==> src/rtl/dma_ctxid_pkg.sv <==
package dma_ctxid_pkg;

    localparam int WORD_W = 32;
    localparam int ASID_W = 8;
    localparam int PROC_W = WORD_W - ASID_W;

    localparam logic [2:0] OP1_CODE = 3'd0;
    localparam logic [3:0] CRN_CODE = 4'd11;
    localparam logic [3:0] CRM_CODE = 4'd15;
    localparam logic [2:0] OP2_CODE = 3'd0;

    typedef struct packed {
        logic [PROC_W-1:0] proc_id;
        logic [ASID_W-1:0] asid;
    } ctx_word_t;

    typedef struct packed {
        logic [2:0] op1;
        logic [3:0] crn;
        logic [3:0] crm;
        logic [2:0] op2;
    } sysreg_addr_t;

    typedef enum logic [1:0] {
        ACC_NONE  = 2'd0,
        ACC_GRANT = 2'd1,
        ACC_DENY  = 2'd2
    } acc_verdict_t;

    function automatic logic addr_hit(input sysreg_addr_t a);
        return (a.op1 == OP1_CODE) && (a.crn == CRN_CODE) &&
               (a.crm == CRM_CODE) && (a.op2 == OP2_CODE);
    endfunction

    function automatic acc_verdict_t judge(input logic hit, input logic priv,
                                           input logic secure, input logic ns_en);
        if (!hit)
            return ACC_NONE;
        else if (priv && (secure || ns_en))
            return ACC_GRANT;
        else
            return ACC_DENY;
    endfunction

endpackage

==> src/rtl/dma_ctxid_gate.sv <==
module dma_ctxid_gate
    import dma_ctxid_pkg::*;
#(
    parameter int NUM_CH = 2,
    parameter int SEL_W  = 4
) (
    input  logic               acc_valid,
    input  logic               acc_write,
    input  sysreg_addr_t       addr,
    input  logic               priv,
    input  logic               secure,
    input  logic               ns_en,
    input  logic [SEL_W-1:0]   chan_sel,
    input  logic [NUM_CH-1:0]  chan_busy,
    output acc_verdict_t       verdict,
    output logic               sel_ok,
    output logic [NUM_CH-1:0]  wr_vec
);

    localparam logic [SEL_W:0] CH_LIMIT = (SEL_W + 1)'(NUM_CH);

    always_comb begin
        verdict = acc_valid ? judge(addr_hit(addr), priv, secure, ns_en) : ACC_NONE;
        sel_ok  = ({1'b0, chan_sel} < CH_LIMIT);
    end

    // One write enable per channel: the channel must be selected and idle.
    for (genvar c = 0; c < NUM_CH; c++) begin : g_wen
        assign wr_vec[c] = (verdict == ACC_GRANT) && acc_write &&
                           (chan_sel == SEL_W'(c)) && !chan_busy[c];
    end

endmodule

==> src/rtl/dma_ctxid_store.sv <==
module dma_ctxid_store
    import dma_ctxid_pkg::*;
#(
    parameter int NUM_CH = 2,
    parameter int SEL_W  = 4
) (
    input  logic                      clk,
    input  logic                      rst,
    input  logic [NUM_CH-1:0]         wr_vec,
    input  logic [WORD_W-1:0]         wr_data,
    input  logic [SEL_W-1:0]          rd_idx,
    input  logic                      rd_ok,
    output logic [WORD_W-1:0]         rd_word,
    output logic [NUM_CH*ASID_W-1:0]  asid_flat
);

    ctx_word_t entry [NUM_CH];

    for (genvar c = 0; c < NUM_CH; c++) begin : g_ch
        always_ff @(posedge clk) begin
            if (rst)
                entry[c] <= '0;
            else if (wr_vec[c])
                entry[c] <= ctx_word_t'(wr_data);
        end
        assign asid_flat[c*ASID_W +: ASID_W] = entry[c].asid;
    end

    always_comb begin
        rd_word = '0;
        if (rd_ok) begin
            for (int c = 0; c < NUM_CH; c++) begin
                if (rd_idx == SEL_W'(c))
                    rd_word = entry[c];
            end
        end
    end

    // the gate must never enable more than one channel at a time
    always_comb begin
        if (!rst) begin
            p_one_target_r7: assert ($onehot0(wr_vec))
                else $error("more than one channel write-enabled");
        end
    end

endmodule

==> src/rtl/dma_ctxid_resp.sv <==
module dma_ctxid_resp
    import dma_ctxid_pkg::*;
(
    input  logic               clk,
    input  logic               rst,
    input  acc_verdict_t       verdict,
    input  logic               acc_write,
    input  logic [WORD_W-1:0]  rd_word,
    output logic               rsp_valid,
    output logic               rsp_undef,
    output logic [WORD_W-1:0]  rsp_rdata
);

    always_ff @(posedge clk) begin
        if (rst) begin
            rsp_valid <= 1'b0;
            rsp_undef <= 1'b0;
            rsp_rdata <= '0;
        end else begin
            rsp_valid <= (verdict != ACC_NONE);
            rsp_undef <= (verdict == ACC_DENY);
            rsp_rdata <= ((verdict == ACC_GRANT) && !acc_write) ? rd_word : '0;
        end
    end

endmodule

==> src/rtl/dma_ctxid_bank.sv <==
module dma_ctxid_bank
    import dma_ctxid_pkg::*;
#(
    parameter int NUM_CH = 2,
    parameter int SEL_W  = 4
) (
    input  logic                       clk,
    input  logic                       rst,
    input  logic                       acc_valid,
    input  logic                       acc_write,
    input  logic [2:0]                 acc_op1,
    input  logic [3:0]                 acc_crn,
    input  logic [3:0]                 acc_crm,
    input  logic [2:0]                 acc_op2,
    input  logic [31:0]                acc_wdata,
    input  logic                       acc_priv,
    input  logic                       acc_secure,
    input  logic                       ns_dma_en,
    input  logic [SEL_W-1:0]           chan_sel,
    input  logic [NUM_CH-1:0]          chan_busy,
    output logic                       rsp_valid,
    output logic                       rsp_undef,
    output logic [31:0]                rsp_rdata,
    output logic [NUM_CH*8-1:0]        asid_out
);

    sysreg_addr_t        addr;
    acc_verdict_t        verdict;
    logic                sel_ok;
    logic [NUM_CH-1:0]   wr_vec;
    logic [WORD_W-1:0]   rd_word;

    assign addr = '{op1: acc_op1, crn: acc_crn, crm: acc_crm, op2: acc_op2};

    dma_ctxid_gate #(.NUM_CH(NUM_CH), .SEL_W(SEL_W)) u_gate (
        .acc_valid (acc_valid),
        .acc_write (acc_write),
        .addr      (addr),
        .priv      (acc_priv),
        .secure    (acc_secure),
        .ns_en     (ns_dma_en),
        .chan_sel  (chan_sel),
        .chan_busy (chan_busy),
        .verdict   (verdict),
        .sel_ok    (sel_ok),
        .wr_vec    (wr_vec)
    );

    dma_ctxid_store #(.NUM_CH(NUM_CH), .SEL_W(SEL_W)) u_store (
        .clk       (clk),
        .rst       (rst),
        .wr_vec    (wr_vec),
        .wr_data   (acc_wdata),
        .rd_idx    (chan_sel),
        .rd_ok     (sel_ok),
        .rd_word   (rd_word),
        .asid_flat (asid_out)
    );

    dma_ctxid_resp u_resp (
        .clk       (clk),
        .rst       (rst),
        .verdict   (verdict),
        .acc_write (acc_write),
        .rd_word   (rd_word),
        .rsp_valid (rsp_valid),
        .rsp_undef (rsp_undef),
        .rsp_rdata (rsp_rdata)
    );

    // Port-level decode used only by the properties below.
    logic port_hit;
    assign port_hit = acc_valid && (acc_op1 == 3'd0) && (acc_crn == 4'd11) &&
                      (acc_crm == 4'd15) && (acc_op2 == 3'd0);

    p_resp_latency_r9: assert property (@(posedge clk) disable iff (rst)
        port_hit |=> rsp_valid);

    p_no_resp_r2: assert property (@(posedge clk) disable iff (rst)
        !port_hit |=> !rsp_valid);

    p_user_undef_r3: assert property (@(posedge clk) disable iff (rst)
        (port_hit && !acc_priv) |=> (rsp_undef && rsp_rdata == '0));

    p_secure_ok_r4: assert property (@(posedge clk) disable iff (rst)
        (port_hit && acc_priv && acc_secure) |=> !rsp_undef);

    p_ns_gate_r5: assert property (@(posedge clk) disable iff (rst)
        (port_hit && acc_priv && !acc_secure) |=> (rsp_undef == !$past(ns_dma_en)));

    p_oor_zero_r8: assert property (@(posedge clk) disable iff (rst)
        (port_hit && !acc_write && ({1'b0, chan_sel} >= (SEL_W + 1)'(NUM_CH)))
            |=> (rsp_rdata == '0));

    for (genvar c = 0; c < NUM_CH; c++) begin : g_busy_chk
        p_busy_hold_r6: assert property (@(posedge clk) disable iff (rst)
            chan_busy[c] |=> $stable(asid_out[c*8 +: 8]));
    end

endmodule

==> config.mk <==
export PLATFORM = sky130hd
export DESIGN_NAME = dma_ctxid_bank
export DESIGN_NICKNAME = d
export VERILOG_FILES = /design/src/rtl/dma_ctxid_pkg.sv /design/src/rtl/dma_ctxid_gate.sv /design/src/rtl/dma_ctxid_store.sv /design/src/rtl/dma_ctxid_resp.sv /design/src/rtl/dma_ctxid_bank.sv
export SDC_FILE = /design/constraint.sdc
export NUM_CORES = 1
export LEC_CHECK = 0
export BUFFER_PORTS_ARGS = -buffer_cell sky130_fd_sc_hd__buf_2
export CAP_MARGIN = 20
export CORE_ASPECT_RATIO = 1.4
export CORE_MARGIN = 5
export CORE_UTILIZATION = 45
export CTS_CLUSTER_DIAMETER = 80
export DETAILED_ROUTE_END_ITERATION = 12
export PLACE_DENSITY = 0.75
export SLEW_MARGIN = 25
export SYNTH_ARGS = -nofsm -noshare
export SYNTH_HDL_FRONTEND = slang
export SYNTH_SLANG_ARGS = --single-unit
==> constraint.sdc <==
create_clock -name clk -period 3.77 [get_ports clk]
set_input_delay 0.377 -clock clk [delete_from_list [all_inputs] [get_ports clk]]
set_output_delay 0.377 -clock clk [all_outputs]
set_load 0.02 [all_outputs]
# Yosys cells after proc, flatten, opt, wreduce, memory -nomap -nowiden
# Memories as Yosys holds them, arrays and structs flattened.
# Cells that the tools add are included.
# totals
reg_bits	34
mem_bits_rw	64
input_bits	59
output_inout_bits	50
word_cells	48
mem_count	1
# mem_list
name	depth	width	read_ports	rd_clocked_by_memory_dff	wr	line	text
u_store.entry	2	32	2	0	2	dma_ctxid_store.sv:17	ctx_word_t entry [NUM_CH];
# op_classes
magnitude_cmp	1
n_eq_ne	5
n_mux	15
bitwise_logic	4
reduce_logical	19
# ops
op	n
two-way mux 32 bit	4
logical AND 1 bit	10
== test 4 bit, second input constant	2
two-way mux 1 bit	8
logical NOT 3 bit	2
two-way mux 2 bit	3
== test 4 x 1 -> 1 bit, second input constant	1
logical NOT 4 bit	1
less-than comparator 4 x 2 -> 1 bit, second input constant	1
logical NOT 1 bit	3
OR reduction 3 bit	1
== test 2 x 1 -> 1 bit, second input constant	1
== test 2 bit, second input constant	1
inverter 1 bit	2
OR 1 bit	2
nonzero test 2 bit	1
logical OR 1 bit	1

# Depth between registers and ports, before layout
# logic_depth
ltp_word	14
mapped_depth	5
mapped_depth_nobuf	3

# By module
# A second synthesis with hierarchy kept.
# unflattened
cells_unflattened	313
hier_area_um2	4076.4
# by_module_without_submodules
mod	instances	cells_each	area_each_um2	seq_area_each_um2
dma_ctxid_store	1	227	2997.9	1921.8
dma_ctxid_resp	1	73	960.9	680.7
dma_ctxid_gate	1	13	117.6	0.0

# Least setup slack after synthesis
# Ideal clock, no wire load.
# synth_timing
kind	input-to-reg
from	input acc_op1[1]
to	memory u_store.entry[0][0] in the netlist's numbering (enable)
setup_ns	0.428
t_arrival_ns	3.283
t_required_ns	3.342
setup_slack_ns	0.059
path_stages	5
path_buffers	2
cell_sequence	or4_1 or4_1 buf_2 buf_2 o21bai_1
# synth_lines
item	line	text
start, declared	dma_ctxid_bank.sv:11	input logic [2:0] acc_op1,
end, declared	dma_ctxid_store.sv:17	

==> flow_metrics.py <==
metrics = {
    "floorplanning": {
        "initial_core_util": 0.452,
        "fp.dieH_um": 127,
        "die_x_um": 93.9,
        "coreArea_um2": 9790,
        "dieArea_um2": 12000,
        "rows": 43,
        "ioPinCount": 109,
    },
    "clock_network": {
        "htreeDepth": 3,
        "cts-resized-gates": 0,
        "cts_buffer_depth": 2,
        "cts_tree": "done",
        "clk_latency_ns": 0.34,
        "cts_inserted_buffers": 9,
        "clk_pin_slew_worst_paths_ns": 0.06,
        "cts_sinks": 98,
        "hold_buffers": 0,
        "post_cts_buffers": 0,
        "cts_root_buf": "clkbuf_16",
    },
    "placed_design": {
        "gp_routability_congestion": 0.720,
        "io_buffers": 108,
        "place_area_um2": 4960,
        "hpwl_um": 6350,
        "pre_cts_slack_ns": 0.965,
    },
    "synthesis": {
        "postSynthCellCount": 357,
        "yosys_warnings": 0,
        "synth_cell_type_count": 19,
        "seq_area_frac_synth": 0.587,
        "syn_area_um2": 4430,
        "synth_nets": 416,
        "synth-seq-cells": 98,
        "syn_area_per_cell_um2": 12.4,
    },
    "min_path": {
        "hold_path.class": "primary input to flip-flop",
        "hold_start": "acc_wdata[16]",
        "min_path_cells": 3,
        "hold_path_end": "u_store.entry[1][16]",
    },
    "timing": {
        "worstMarginPinSlew_ns": 1.02,
        "relSlewSlack": 0.319,
        "setup_viol": 0,
        "rsz0062_at_grt": "no",
        "setup_ws_ns": 1.32,
        "hold_viol_final": 0,
        "clock_skew_ns": 0.00554,
        "finalSetupTns_ns": 0,
        "period_share": 0.649,
        "period_needed_ns": 2.45,
        "max_freq_ghz": 0.408,
        "drv_slew": 0,
    },
    "outcome": {
        "status": "finished, final reports clean",
    },
    "drt": {
        "routed_wl_um": 9550,
        "dr.pass1.iters": 4,
        "wl_per_cell_um": 16.7,
        "final_antenna_net_count": 0,
        "drt_iter0_drc": 165,
        "route.detailed.drc": 0,
        "via_per_inst": 5.14,
        "dr_total_vias": 2948,
    },
    "final_layout": {
        "final_common_cell": "buf_2",
        "drive_above_1_share": 0.372,
        "multiInputGateArea_um2": 1570,
        "antenna_cells": 0,
        "fin_nets": 492,
        "area_delta_synth_final_pct": 18.0,
        "final_cell_mix": "108 x buf_2, 66 x nor3_1, 64 x edfxtp_1",
        "ff_latch_area_um2": 2600,
        "fin_area_um2": 5230,
        "n_fill_cell": 876,
    },
    "pwr": {
        "power_uw": 2180,
        "ir_drop_uv": 218,
        "p_leak_uw": 0.00192,
        "p_per_area_nw_per_um2": 417,
    },
    "global_routing": {
        "overflow": 0,
        "antenna_found_initial": 0,
        "grt_max_degree": 72,
        "grtUsageTotal": 0.165,
        "grt_pass1_wl_um": 15300,
        "grt_pass1_vias": 3094,
    },
    "critical_path": {
        "start_kind": "primary input",
        "required_ns": 3.81,
        "reg2reg_slack_ns": 2.82,
        "end_kind": "flip-flop",
        "crit-reg2reg-launch": "u_store.entry[1][11]",
        "crit_fanout": 30,
        "critical_path_class": "primary input to flip-flop",
        "critical_path_arrival_ns": 2.49,
        "r2r_end": "u_resp.rsp_rdata[11]",
        "r2r_cells": 3,
    },
    "flow_run": {
        "drv_cap": 0,
    },
}
per-layer routing:
| metal | global-route usage | part of all wire |
|---|---|---|
| met5 | 0 | 0 |
| met4 | 0.0723 | 0.023 |
| met3 | 0.0365 | 0.055 |
| met2 | 0.285 | 0.53 |
| met1 | 0.195 | 0.39 |
kinds of logic after synthesis:
group,share of synthesized area
and+or+nand+nor,0.270
DFF,0.587
buffers and inverters,0.0655
muxes,0.0723
AOI/OAI and AO/OA,0.00508
cell usage after synthesis:
cell       n  area [um2]
edfxtp_1  64        1920
nor3_1    66         330
buf_2      7        35.0
nor2_1    34         128
nand4_1    4        25.0
buf_6      4        45.0
o21bai_1   2        15.0
or4_1      2        15.0
nor4b_2   32         480
or3_1      1        6.26
dfxtp_1   34         681
buf_1      5        18.8
o21a_1     1        7.51
buf_4     16         120
clkbuf_1  19        71.3
mux2i_1   32         320
nand2_1    1        3.75
nand2b_1  32         200
nor2b_1    1        6.26
cell type report:
class,instances,area share
Clock buffer,13,0.0479
Clock inverter,3,0.00287
Tap cell,135,0.0323
Multi-Input combinational cell,208,0.300
Timing Repair Buffer,116,0.120
Sequential cell,98,0.498
sequential cells by signal (all words and copies together), names as in the netlist:
register	flops
u_resp.rsp_rdata	32
u_resp.rsp_undef	1
u_resp.rsp_valid	1
u_store.entry	64
stage by stage:
step / hold WS (ns) / util / instances
2_1_floorplan: 0.614 / - / 357
3_3_place_gp: 0.647 / 0.507 / 557
3_5_place_dp: 0.665 / 0.507 / 557
4_1_cts: 0.405 / 0.534 / 573
5_1_grt: 0.415 / 0.534 / 573
6_report: 0.417 / 0.534 / 573
worst max-delay path: stages:
cell and delay [ns]:
buf_2 0.10, or4_1 0.51, or4_4 0.76, o21bai_4 0.50
buf_12 0.24
worst max-delay path by stage:
stage | start | end | cells past startpoint
floorplan | acc_op1[1] | u_store.entry[0][0] | 5
global placement | acc_op1[1] | u_store.entry[0][4] | 5
detailed placement | acc_op1[1] | u_store.entry[0][2] | 5
CTS | acc_op1[1] | u_store.entry[0][21] | 5
global route | acc_op1[1] | u_store.entry[0][21] | 5
finish | acc_op1[1] | u_store.entry[0][18] | 5
report_power, final:
| part | switching, uW | total [uW] | leakage (uW) | internal (uW) |
|---|---|---|---|---|
| sequential | 12.9 | 1190 | 0.000881 | 1180 |
| combinational | 97.4 | 172 | 0.000913 | 74.4 |
| clock | 360 | 821 | 0.000125 | 461 |
| total | 470 | 2180 | 0.00192 | 1710 |
Note: power is estimated with default switching activity, not from simulation.
